`src/rtl/cbi_pkg.sv`:
```
package cbi_pkg;

  localparam int OPC_W = 3;

  localparam logic [OPC_W-1:0] OPC_FCAL  = 3'd1;
  localparam logic [OPC_W-1:0] OPC_ZERO  = 3'd2;
  localparam logic [OPC_W-1:0] OPC_RST   = 3'd3;
  localparam logic [OPC_W-1:0] OPC_START = 3'd4;
  localparam logic [OPC_W-1:0] OPC_SLEEP = 3'd5;

  typedef enum logic [2:0] {
    ST_STBY = 3'd0,
    ST_IDLE = 3'd1,
    ST_CAL  = 3'd2,
    ST_AZ   = 3'd3,
    ST_CONV = 3'd4
  } cbi_state_e;

  // A write may be taken only when the block is ready or asleep.
  function automatic logic accepts_write(cbi_state_e st);
    return (st == ST_IDLE) || (st == ST_STBY);
  endfunction

  // Operation in progress, matched against the done inputs.
  function automatic logic op_finished(cbi_state_e st, logic cal_d, logic az_d, logic conv_d);
    return ((st == ST_CAL) && cal_d) || ((st == ST_AZ) && az_d) || ((st == ST_CONV) && conv_d);
  endfunction

endpackage

```
`src/rtl/cbi_cfg_regs.sv`:
```
module cbi_cfg_regs #(
  parameter int DW    = 13,
  parameter int LOW_W = 8
) (
  input  logic          clk,
  input  logic          rst_n,
  input  logic          wr_acc,
  input  logic          mode13,
  input  logic [DW-1:0] din,
  input  logic          clr_cfg,
  output logic [DW-1:0] cfg_q,
  output logic          hb_q,
  output logic          up_wr,
  output logic [cbi_pkg::OPC_W-1:0] opcode
);
  localparam int UP_W   = DW - LOW_W;
  localparam int HB_BIT = LOW_W - 1;

  // A write reaches the command field in wide mode or when the pointer is set.
  always_comb begin
    up_wr  = wr_acc && (mode13 || hb_q);
    opcode = mode13 ? din[LOW_W +: cbi_pkg::OPC_W] : din[cbi_pkg::OPC_W-1:0];
  end

  always_ff @(posedge clk) begin
    if (!rst_n || clr_cfg) begin
      cfg_q <= '0;
      hb_q  <= 1'b0;
    end else if (wr_acc) begin
      if (mode13) begin
        cfg_q <= din;
        hb_q  <= 1'b0;
      end else if (hb_q) begin
        cfg_q[DW-1:LOW_W] <= din[UP_W-1:0];
        hb_q              <= 1'b0;
      end else begin
        cfg_q[LOW_W-1:0] <= din[LOW_W-1:0];
        hb_q             <= din[HB_BIT];
      end
    end
  end
endmodule

```
`src/rtl/cbi_ctrl.sv`:
```
module cbi_ctrl (
  input  logic clk,
  input  logic rst_n,
  input  logic wr_req,
  input  logic cmd_valid,
  input  logic [cbi_pkg::OPC_W-1:0] opcode,
  input  logic cal_done,
  input  logic az_done,
  input  logic conv_done,
  output logic wr_acc,
  output logic conv_end,
  output logic go_cal,
  output logic go_az,
  output logic go_conv,
  output logic rdy_n,
  output logic stby_n
);
  import cbi_pkg::*;

  cbi_state_e state_q, state_d;
  logic gc_d, ga_d, gv_d;

  always_comb begin
    wr_acc   = wr_req && accepts_write(state_q);
    conv_end = (state_q == ST_CONV) && conv_done;
    rdy_n    = (state_q != ST_IDLE);
    stby_n   = (state_q != ST_STBY);
  end

  always_comb begin
    state_d = state_q;
    gc_d = 1'b0;
    ga_d = 1'b0;
    gv_d = 1'b0;
    if (op_finished(state_q, cal_done, az_done, conv_done))
      state_d = ST_IDLE;
    if (cmd_valid) begin
      case (opcode)
        OPC_FCAL:  begin state_d = ST_CAL;  gc_d = 1'b1; end
        OPC_ZERO:  begin state_d = ST_AZ;   ga_d = 1'b1; end
        OPC_START: begin state_d = ST_CONV; gv_d = 1'b1; end
        OPC_RST:   state_d = ST_IDLE;
        OPC_SLEEP: state_d = ST_STBY;
        default:   ;
      endcase
    end
  end

  always_ff @(posedge clk) begin
    if (!rst_n) begin
      state_q <= ST_STBY;
      go_cal  <= 1'b0;
      go_az   <= 1'b0;
      go_conv <= 1'b0;
    end else begin
      state_q <= state_d;
      go_cal  <= gc_d;
      go_az   <= ga_d;
      go_conv <= gv_d;
    end
  end
endmodule

```
`src/rtl/cbi_result.sv`:
```
module cbi_result #(
  parameter int RW = 12
) (
  input  logic          clk,
  input  logic          rst_n,
  input  logic          capture,
  input  logic [RW-1:0] result_in,
  input  logic          rd_sel,
  output logic [RW-1:0] dout
);
  logic [RW-1:0] res_q;

  always_ff @(posedge clk) begin
    if (!rst_n)       res_q <= '0;
    else if (capture) res_q <= result_in;
  end

  assign dout = rd_sel ? res_q : '0;
endmodule

```
`src/rtl/cmd_bus_if.sv`:
```
module cmd_bus_if #(
  parameter int DATA_W = 13,
  parameter int LOW_W  = 8,
  parameter int RES_W  = 12
) (
  input  logic              clk,
  input  logic              rst_n,
  input  logic              cs_n,
  input  logic              rd_n,
  input  logic              wr_n,
  input  logic              mode13,
  input  logic [DATA_W-1:0] din,
  output logic [RES_W-1:0]  dout,
  output logic              rdy_n,
  output logic              stby_n,
  output logic [DATA_W-1:0] cfg_out,
  output logic              go_cal,
  output logic              go_az,
  output logic              go_conv,
  input  logic              cal_done,
  input  logic              az_done,
  input  logic              conv_done,
  input  logic [RES_W-1:0]  conv_result
);
  import cbi_pkg::*;

  // Named internal events, watched by the bound checker.
  logic             wr_req;
  logic             rd_sel;
  logic             wr_acc;
  logic             up_wr;
  logic             hb_ptr;
  logic             conv_end;
  logic             clr_cfg;
  logic [OPC_W-1:0] opcode;

  assign wr_req  = !cs_n && !wr_n;
  assign rd_sel  = !cs_n && !rd_n;
  assign clr_cfg = up_wr && (opcode == OPC_RST);

  cbi_cfg_regs #(.DW(DATA_W), .LOW_W(LOW_W)) u_cfg (
    .clk     (clk),
    .rst_n   (rst_n),
    .wr_acc  (wr_acc),
    .mode13  (mode13),
    .din     (din),
    .clr_cfg (clr_cfg),
    .cfg_q   (cfg_out),
    .hb_q    (hb_ptr),
    .up_wr   (up_wr),
    .opcode  (opcode)
  );

  cbi_ctrl u_ctrl (
    .clk       (clk),
    .rst_n     (rst_n),
    .wr_req    (wr_req),
    .cmd_valid (up_wr),
    .opcode    (opcode),
    .cal_done  (cal_done),
    .az_done   (az_done),
    .conv_done (conv_done),
    .wr_acc    (wr_acc),
    .conv_end  (conv_end),
    .go_cal    (go_cal),
    .go_az     (go_az),
    .go_conv   (go_conv),
    .rdy_n     (rdy_n),
    .stby_n    (stby_n)
  );

  cbi_result #(.RW(RES_W)) u_res (
    .clk       (clk),
    .rst_n     (rst_n),
    .capture   (conv_end),
    .result_in (conv_result),
    .rd_sel    (rd_sel),
    .dout      (dout)
  );
endmodule

```
`config.mk`:
```
export PLATFORM = sky130hd
export DESIGN_NAME = cmd_bus_if
export DESIGN_NICKNAME = d
export VERILOG_FILES = /design/src/rtl/cbi_pkg.sv /design/src/rtl/cbi_cfg_regs.sv /design/src/rtl/cbi_ctrl.sv /design/src/rtl/cbi_result.sv /design/src/rtl/cmd_bus_if.sv
export SDC_FILE = /design/constraint.sdc
export NUM_CORES = 1
export LEC_CHECK = 0
export ABC_CLOCK_PERIOD_IN_PS = 2800
export CAP_MARGIN = 10
export CORE_MARGIN = 2
export CORE_UTILIZATION = 28
export CTS_CLUSTER_DIAMETER = 120
export DETAILED_ROUTE_END_ITERATION = 6
export DONT_BUFFER_PORTS = 1
export HOLD_SLACK_MARGIN = 0.15
export PLACE_DENSITY = 0.52
export SKIP_CTS_REPAIR_TIMING = 1
export SLEW_MARGIN = 15
export SYNTH_ARGS = -nofsm -noshare
export SYNTH_HDL_FRONTEND = slang
export SYNTH_SLANG_ARGS = --single-unit
```
`constraint.sdc`:
```
create_clock -name clk -period 2.8 [get_ports clk]
set_input_delay 0.14 -clock clk [delete_from_list [all_inputs] [get_ports clk]]
set_output_delay 0.14 -clock clk [all_outputs]
set_load 0.01 [all_outputs]
```
# ---- After elaboration in Yosys (flattened, before gate mapping)
# Cells that the tools add are included.
dict set report classes {
  magnitude_cmp 0
  bitwise_logic 0
  n_reduce_logical 23
  multipliers 0
  shift 0
  n_div 0
  addsub 0
  muxes 13
  eq_ne 11
}
# cell count
set op_table {}
lappend op_table {{one-hot mux 3 bit (5 select lines)} 1}
lappend op_table {{two-way mux 13 bit} 1}
lappend op_table {{== test 3 x 2 -> 1 bit, second input constant} 4}
lappend op_table {{two-way mux 12 bit} 1}
lappend op_table {{== test 3 bit, second input constant} 3}
lappend op_table {{two-way mux 3 bit} 3}
lappend op_table {{logical AND 1 bit} 8}
lappend op_table {{two-way mux 8 bit} 1}
lappend op_table {{== test 3 x 1 -> 1 bit, second input constant} 2}
lappend op_table {{AND reduction 2 bit} 3}
lappend op_table {{logical OR 1 bit} 5}
lappend op_table {{two-way mux 1 bit} 5}
lappend op_table {{two-way mux 5 bit} 1}
lappend op_table {{zero test 1 bit} 4}
lappend op_table {{zero test 3 bit} 1}
lappend op_table {{!= test 3 x 1 -> 1 bit, second input constant} 1}
lappend op_table {{nonzero test 3 bit} 1}
lappend op_table {{!= test 2 bit, second input constant} 1}
lappend op_table {{nonzero test 2 bit} 1}
dict set report totals {
  input_bits 34
  latchBits 0
  ram_bits 0
  regBits 32
  wordCells 55
  memories 0
  out_inout_bits 30
  romBits 0
}

# ---- Longest topological paths before layout
# Gate-level depths: netlist of run 1.
dict set report logic_depth {
  depth_word 7
  ltp_mapped 6
  depth_no_buf 4
}

# ---- By module
# Synthesis of run 1 repeated with hierarchy kept, for this count alone.
dict set report hier_totals {
  cells_unflattened 155
  area_unflattened_um2 1507.7
}
# module seq_area_each_um2 n_inst cells_per_inst area_per_inst_um2
set by_module_without_submodules {}
lappend by_module_without_submodules {cbi_cfg_regs 280.3 1 64 620.6}
lappend by_module_without_submodules {cbi_result 240.2 1 51 529.3}
lappend by_module_without_submodules {cbi_ctrl 120.1 1 37 340.3}
lappend by_module_without_submodules {cmd_bus_if 0.0 1 3 17.5}

# ---- Least setup slack after synthesis of run 1
# OpenSTA, ideal clock, no wires.
dict set report synth_path {
  kind {reg2reg}
  from {register u_ctrl.state_q[1]}
  to {register u_cfg.cfg_q[11]}
  setup_ns 0.123
  n_path_buf 1
  path_slack_ns 1.274
  arrival_ns 1.403
  synth_period_minus_slack_ns 1.526
  required_time_ns 2.677
  path_stages_with_launch 6
  path_cell_list {dfxtp_1 nor4_4 nand3b_4 o31ai_4 buf_6 a211oi_2}
}
dict set report synth_between {
  elab_chain_len 6
  elab_cells_between_ends 8
  cone_classes {eq/ne: 1; reduce/logical: 7}
}
# element line_no
set synth_rtl {}
lappend synth_rtl {{from (decl)} cbi_ctrl.sv:20} ;# cbi_state_e state_q, state_d;
lappend synth_rtl {{from (signal assigned)} cbi_ctrl.sv:56} ;# state_q <= state_d;
lappend synth_rtl {{== test 3 x 1 -> 1 bit / zero test 3 bit (equally long branches)} cbi_pkg.sv:21} ;# return (st == ST_IDLE) || (st == ST_STBY);
lappend synth_rtl {{logical OR 1 bit (*)} cbi_pkg.sv:21}
lappend synth_rtl {{logical AND 1 bit (*)} cbi_ctrl.sv:24} ;# wr_acc = wr_req && accepts_write(state_q);
lappend synth_rtl {{logical AND 1 bit} cbi_cfg_regs.sv:21} ;# up_wr = wr_acc && (mode13 || hb_q);
lappend synth_rtl {{logical AND 1 bit} cmd_bus_if.sv:39} ;# assign clr_cfg = up_wr && (opcode == OPC_RST);
lappend synth_rtl {{logical OR 1 bit} cbi_cfg_regs.sv:26} ;# if (!rst_n || clr_cfg) begin
lappend synth_rtl {{to (signal assigned)} cbi_cfg_regs.sv:31} ;# cfg_q <= din;
lappend synth_rtl {{to (signal, indexed assignment)} cbi_cfg_regs.sv:34} ;# cfg_q[DW-1:LOW_W] <= din[UP_W-1:0];
lappend synth_rtl {{to (signal, indexed assignment)} cbi_cfg_regs.sv:37} ;# cfg_q[LOW_W-1:0] <= din[LOW_W-1:0];
lappend synth_rtl {{to (decl)} cbi_cfg_regs.sv:11} ;# output logic [DW-1:0] cfg_q,
# Mark *: on every way between the ends. The rest lies on a longest branch, timed or not.
# A chain may end at the register's enable or synchronous reset.

# ---- Worst setup path after layout of run 1
dict set report layout_path {
  from {register u_ctrl.state_q[1]}
  to {register u_cfg.cfg_q[8]}
}
# The elaborated chain is that of the path after synthesis.

==> flow_summary.yaml, run 1 <==
status:
  status: "completed"
routing:
  vias: 1140
  routed_via_density: 4.54
  antenna_left: 0
  routed_wirelength_mm: 3.52
  drtIter0Drc: 32
  wl_per_cell_um: 14.0
  first_pass_iters: 4
  drc: 0
global_routing:
  met1_usage_pct: 13.6
  met2_usage_pct: 18.6
  grt_pass1_wl_mm: 5.29
  overflow: 0
  grt_pass1_vias: 1037
  antenna_found_initial: 0
  grt_usage_pct: 12.0
  grtUsageMet3_pct: 7.35
  grt_busiest_layer: "met2"
  grt_max_degree: 21
clock_tree:
  cts_buffers: 5
  cts.sinks: 32
  clock_latency_ns: 0.28
  cts_buffer_depth: 2
  htreeDepth: 2
  clk_pin_slew_worst_paths_ns: 0.06
  ctsRootBufferMaster: "clkbuf_8"
  cts_tree: "yes"
timing:
  worst_pin_slew_ns: 0.709
  setup_viol: 0
  finalCritPeriodShare_pct: 88.0
  slew_viol_final: 0
  finalCriticalPeriod_ns: 2.46
  grt_setup_unrepaired: "no"
  slew_headroom_pct: 52.7
  hold_viol_final: 0
  clock_skew_ns: 0.00533
  fin_hold_ws_ns: 0.150
  setup_tns_ns: 0
  clock.fmax_mhz: 406
synth:
  ys_ff_latch: 32
  synth.avg_cell_area_um2: 9.31
  postSynth.asyncResetShare_pct: 0
  synth_warnings: 0
  syn-instance-count: 157
  ys_top_cells_by_area: "dfxtp_1, nand2_1, mux2i_1"
  synth_area_um2: 1460
  ys.flop_type: "dfxtp_1"
  synth_fp_nets: 191
  yosysTopAreaCell: "dfxtp_1"
  synth_edf_count: 0
  yosysTopAreaCellShare_pct: 43.8
  synth_cell_types: 34
  ys_seq_area_share_pct: 43.8
worst_setup_path:
  start_kind: "register"
  cp_max_fo: 12
  criticalPathCategory: "reg -> reg"
  required_ns: 2.93
  critPathArrivalTime_ns: 2.59
  endpoint_kind: "register"
floorplanning:
  io_pins: 64
  die_x_um: 76.2
  core_area_um2: 5070
  fp.dieH_um: 76.2
  fp.dieArea_um2: 5810
  initial_utilization_pct: 28.8
  rows: 26
placement:
  io_buffers: 0
  place.gp.congestion: 0.682
  hpwl_mm: 2.46
power_and_ir_drop:
  power.switching_w: 0.000226
  p_int_w: 0.000695
  p_comb_share_pct: 12.0
  power.share.sequential_pct: 52.7
  power_density_nw_per_um2: 503
  p_leak_nw: 0.684
  swShare_pct: 24.5
  peakVddDrop_uv: 207
  clkPwrFrac_pct: 35.3
layout:
  seqCellArea_um2: 641
  fill_cells: 556
  final_common_cell: "dfxtp_1"
  multi_input_area_um2: 769
  drive_gt1_share_pct: 13.8
  final_cell_mix: "dfxtp_1, nand2_1, dlygate4sd3_1"
  nNetsFinal: 215
  antenna_cells: 0
  syn2layout_area_growth_pct: 25.3
min_path:
  hold_path_class: "in -> reg"
run:
  cap_violations: 0
-- state kept, by name (all words and copies together) (netlist names) --
name	flops
u_ctrl.go_cal	1
u_res.res_q	12
u_cfg.cfg_q	13
u_ctrl.go_conv	1
u_cfg.hb_q	1
u_ctrl.state_q	3
u_ctrl.go_az	1
-- layer usage --
layer  up-vias  share of wire (%)  wire length [um]
met3         5                8.1               285
met4         0                1.2                42
met5         -                  0                 0
li1        573                  -                 -
met2        52                 48              1690
met1       510                 43              1500
-- power groups by stage --
stage / Combinational, W / Sequential [W] / Clock, W
2_1_floorplan: 0.0000752 / 0.000492 / 0
3_3_place_gp: 0.0000761 / 0.000495 / 0
3_5_place_dp: 0.0000790 / 0.000496 / 0
4_1_cts: 0.0000790 / 0.000486 / 0.000341
5_1_grt: 0.000124 / 0.000487 / 0.000372
6_report: 0.000111 / 0.000485 / 0.000325
-- worst paths after layout --
check | start | to | slack (ns) | depth (start not counted)
setup reg to reg | u_ctrl.state_q[1] | u_cfg.cfg_q[8] | 0.34 | 5
setup / recovery | u_ctrl.state_q[1] | u_cfg.cfg_q[8] | 0.34 | 5
hold / removal | din[3] | u_cfg.cfg_q[11] | 0.15 | 2
hold reg to reg | u_res.res_q[10] | u_res.res_q[10] | 0.46 | 2
-- logic make-up (layout without fill, tap and decap cells) --
| logic type | count (synthesis) | count (layout) | share of synthesized area, % |
|---|---|---|---|
| mux | 15 | 15 | 11.1 |
| simple gates | 71 | 71 | 25.8 |
| xor+xnor | 1 | 1 | 0.599 |
| buf+inv | 10 | 34 | 3.51 |
| flops | 32 | 32 | 43.8 |
| compound gates | 28 | 28 | 15.2 |
-- final cells by class --
class,instances,area share [%]
clock inverters,1,0.273
multi-input cells,115,42.0
flip-flops and latches,32,35.0
repair buffers,25,13.5
well taps,70,4.78
clock buffers,6,3.96
inverters,2,0.410
-- cells in the mapped netlist (all sizes together) (2+ instances only) --
library cell  instances
nor2                 17
buf                   5
mux2i                14
and2                 14
nand2                30
o21ai                 5
clkbuf                3
a21boi               12
nor3                  2
a21oi                 3
nand3b                2
inv                   2
dfxtp                32
a211oi                4
-- critical path, stage by stage (launching register included) --
cell	delay, ns
dfxtp_1	0.38
nor4_4	0.37
dlygate4sd3_1	0.66
nand3b_4	0.12
o31ai_4	0.68
a211oi_1	0.11
-- metrics by stage --
step	cell area, um2	power [W]	instances	utilization [%]	setup slack (ns)
6_report	1830	0.000921	251	36.1	0.336
5_1_grt	1830	0.000983	251	36.1	0.134
4_1_cts	1590	0.000905	227	31.3	0.853
3_5_place_dp	1510	0.000575	220	29.8	0.857
3_3_place_gp	1510	0.000571	220	29.8	0.938
2_1_floorplan	1460	0.000568	157	-	1.27
Power figures use the tool's default switching activity.
==> run 2, diff against run 1 <==
--- a/config.mk
+++ b/config.mk
@@ -5,6 +5,7 @@
 export SDC_FILE = /design/constraint.sdc
 export NUM_CORES = 1
 export LEC_CHECK = 0
+export ABC_AREA = 1
 export ABC_CLOCK_PERIOD_IN_PS = 2800
 export CAP_MARGIN = 10
 export CORE_MARGIN = 2
==> run 2 against run 1 <==
  * Global-route usage decreased by 1.0 points
  * Setup slack improved by 0.59 ns
  * Register-to-register slack improved by 0.59 ns
  * Die area increased by 9.5%
  * Via count increased by 9.8%
  * Power increased by 3.4%
  * Area after synthesis increased by 10%
  * Critical path depth unchanged
  * Core utilization decreased by 2.4 points
  * Combinational power increased by 7%
  * Non-clock buffer count decreased by 10
==> flow_summary.yaml, run 2 <==
synth:
  synth_edf_count: 0
  synth.avg_cell_area_um2: 7.51
  yosysTopAreaCell: "dfxtp_1"
  ys_ff_latch: 32
  ys_seq_area_share_pct: 39.8
  postSynth.asyncResetShare_pct: 0
  synth_cell_types: 23
  syn-instance-count: 214
  synth.most_common_cell: "inv_1"
  netlist_top_cells_count: "inv_1, dfxtp_1, nor2_1, nand2_1, a21oi_1"
  synth_area_um2: 1610
  yosysTopAreaCellShare_pct: 39.8
  synth_fp_nets: 248
  ys_top_cells_by_area: "dfxtp_1, inv_1, a21oi_1"
  ys.flop_type: "dfxtp_1"
  synth_warnings: 0
layout:
  final_cell_mix: "inv_1, dfxtp_1, nor2_1"
  largest_reg_flops: 13
  antenna_cells: 0
  instances_no_fill: 301
  syn2layout_area_growth_pct: 16.1
  final_common_cell: "inv_1"
  drive_gt1_share_pct: 21.0
  reg_top3: "u_cfg.cfg_q (13), u_res.res_q (12), u_ctrl.state_q (3)"
  nNetsFinal: 262
  top_register: "u_cfg.cfg_q"
  fill_cells: 607
timing:
  slew_viol_final: 0
  slew_headroom_pct: 60.4
  setup_tns_ns: 0
  hold_viol_final: 0
  setup_viol: 0
  clock_skew_ns: 0.00230
  worst_pin_slew_ns: 0.592
  grt_setup_unrepaired: "no"
  finalCriticalPeriod_ns: 1.87
  clock.fmax_mhz: 534
  finalCritPeriodShare_pct: 66.9
floorplanning:
  die_x_um: 79.8
  rows: 27
  fp.dieArea_um2: 6360
  fp.dieH_um: 79.8
  io_pins: 64
  initial_utilization_pct: 29.0
  core_area_um2: 5540
routing:
  wl_per_cell_um: 11.2
  vias: 1252
  routed_via_density: 4.16
  drtIter0Drc: 75
  routed_wirelength_mm: 3.37
  first_pass_iters: 4
  antenna_left: 0
  drc: 0
worst_setup_path:
  endpoint_kind: "register"
  critPathArrivalTime_ns: 2.02
  criticalPathCategory: "reg -> reg"
  required_ns: 2.95
  crit_slowest_cell: "dlygate4sd3_1"
  slowest_delay_ns: 0.57
  start_kind: "register"
  crit_chain: "nor2_1, nand3_2, o21ai_0, dlygate4sd3_1, a21oi_1"
  path_buf_inv: 1
  cp_max_fo: 27
  crit_family: "buffers and inverters"
power_and_ir_drop:
  peakVddDrop_uv: 172
  power_density_nw_per_um2: 510
  p_leak_nw: 0.736
placement:
  place.gp.congestion: 0.735
  io_buffers: 0
  dp.cells: 278
  hpwl_mm: 2.40
global_routing:
  grt_max_degree: 28
  grt_pass1_vias: 1146
  antenna_found_initial: 0
  grt_usage_pct: 11.0
  grt_pass1_wl_mm: 5.29
  overflow: 0
clock_tree:
  cts_tree: "yes"
  cts_buffers: 5
  clock_latency_ns: 0.27
  ctsRootBufferMaster: "clkbuf_8"
  htreeDepth: 2
  clk_pin_slew_worst_paths_ns: 0.06
  cts_buffer_depth: 2
  cts.sinks: 32
run:
  cap_violations: 0
status:
  status: "completed"
min_path:
  hold_path_class: "in -> reg"
## run 2: changes by cell type in the layout (fill, tap and decap cells not counted), sizes merged, moves of 3 or more
cell | before | now
inv | 2 | 43
mux2i | 14 | 0
nand2 | 30 | 33
a21oi | 3 | 21
a211oi | 4 | 0
and2 | 14 | 0
a21boi | 12 | 0
o21ai | 5 | 22
nand3 | 1 | 10
nor2 | 17 | 42
dlygate4sd3 | 24 | 15
## run 2: cell type report
class / count / area, um2 / share of cell area [%]
multi-input combinational: 131 / 732 / 39.2
sequential: 32 / 641 / 34.3
inverter: 43 / 164 / 8.78
timing repair buffer: 15 / 150 / 8.04
clock buffer: 8 / 90.1 / 4.83
tap: 72 / 90.1 / 4.83
## run 2: power breakdown
| group | total, W | leakage [nW] | switching (W) | internal (W) |
|---|---|---|---|---|
| clock | 0.000354 | 0.0455 | 0.000154 | 0.000200 |
| sequential | 0.000480 | 0.259 | 0.0000124 | 0.000467 |
| combinational | 0.000119 | 0.431 | 0.0000721 | 0.0000469 |
## run 2: cell families (layout without fill, tap and decap cells)
group | Yosys count | after routing | share of synthesized area, %
buffers and inverters | 51 | 66 | 14.6
and+or+nand+nor | 88 | 88 | 30.0
DFF | 32 | 32 | 39.8
AOI/OAI and AO/OA | 43 | 43 | 15.5
## run 2: through the flow
stage	cell area [um2]	total power (W)	worst slack [ns]	utilization, %	hold slack (ns)
finish	1870	0.000953	0.927	33.7	0.0676
global route	1870	0.00101	0.753	33.7	0.152
CTS	1720	0.000955	1.42	31.0	-0.0193
detailed placement	1630	0.000591	1.43	29.4	0.285
global placement	1630	0.000590	1.47	29.4	0.281
floorplan	1610	0.000586	1.66	-	0.273
## run 2: path summary, 6_finish.rpt
check	from	end	slack, ns	cells past startpoint
max	u_ctrl.state_q[1]	u_res.res_q[10]	0.93	5
min	conv_result[4]	u_res.res_q[4]	0.07	2
max reg2reg	u_ctrl.state_q[1]	u_res.res_q[10]	0.93	5
min reg2reg	u_res.res_q[1]	u_res.res_q[1]	0.45	2
## run 2: layer usage
layer	global-route usage [%]	vias up	part of all wire [%]
met3	4.64	2	5.8
met2	18.1	22	52
li1	-	677	-
met4	5.59	0	1.2
met1	12.0	551	41
met5	0	-	0
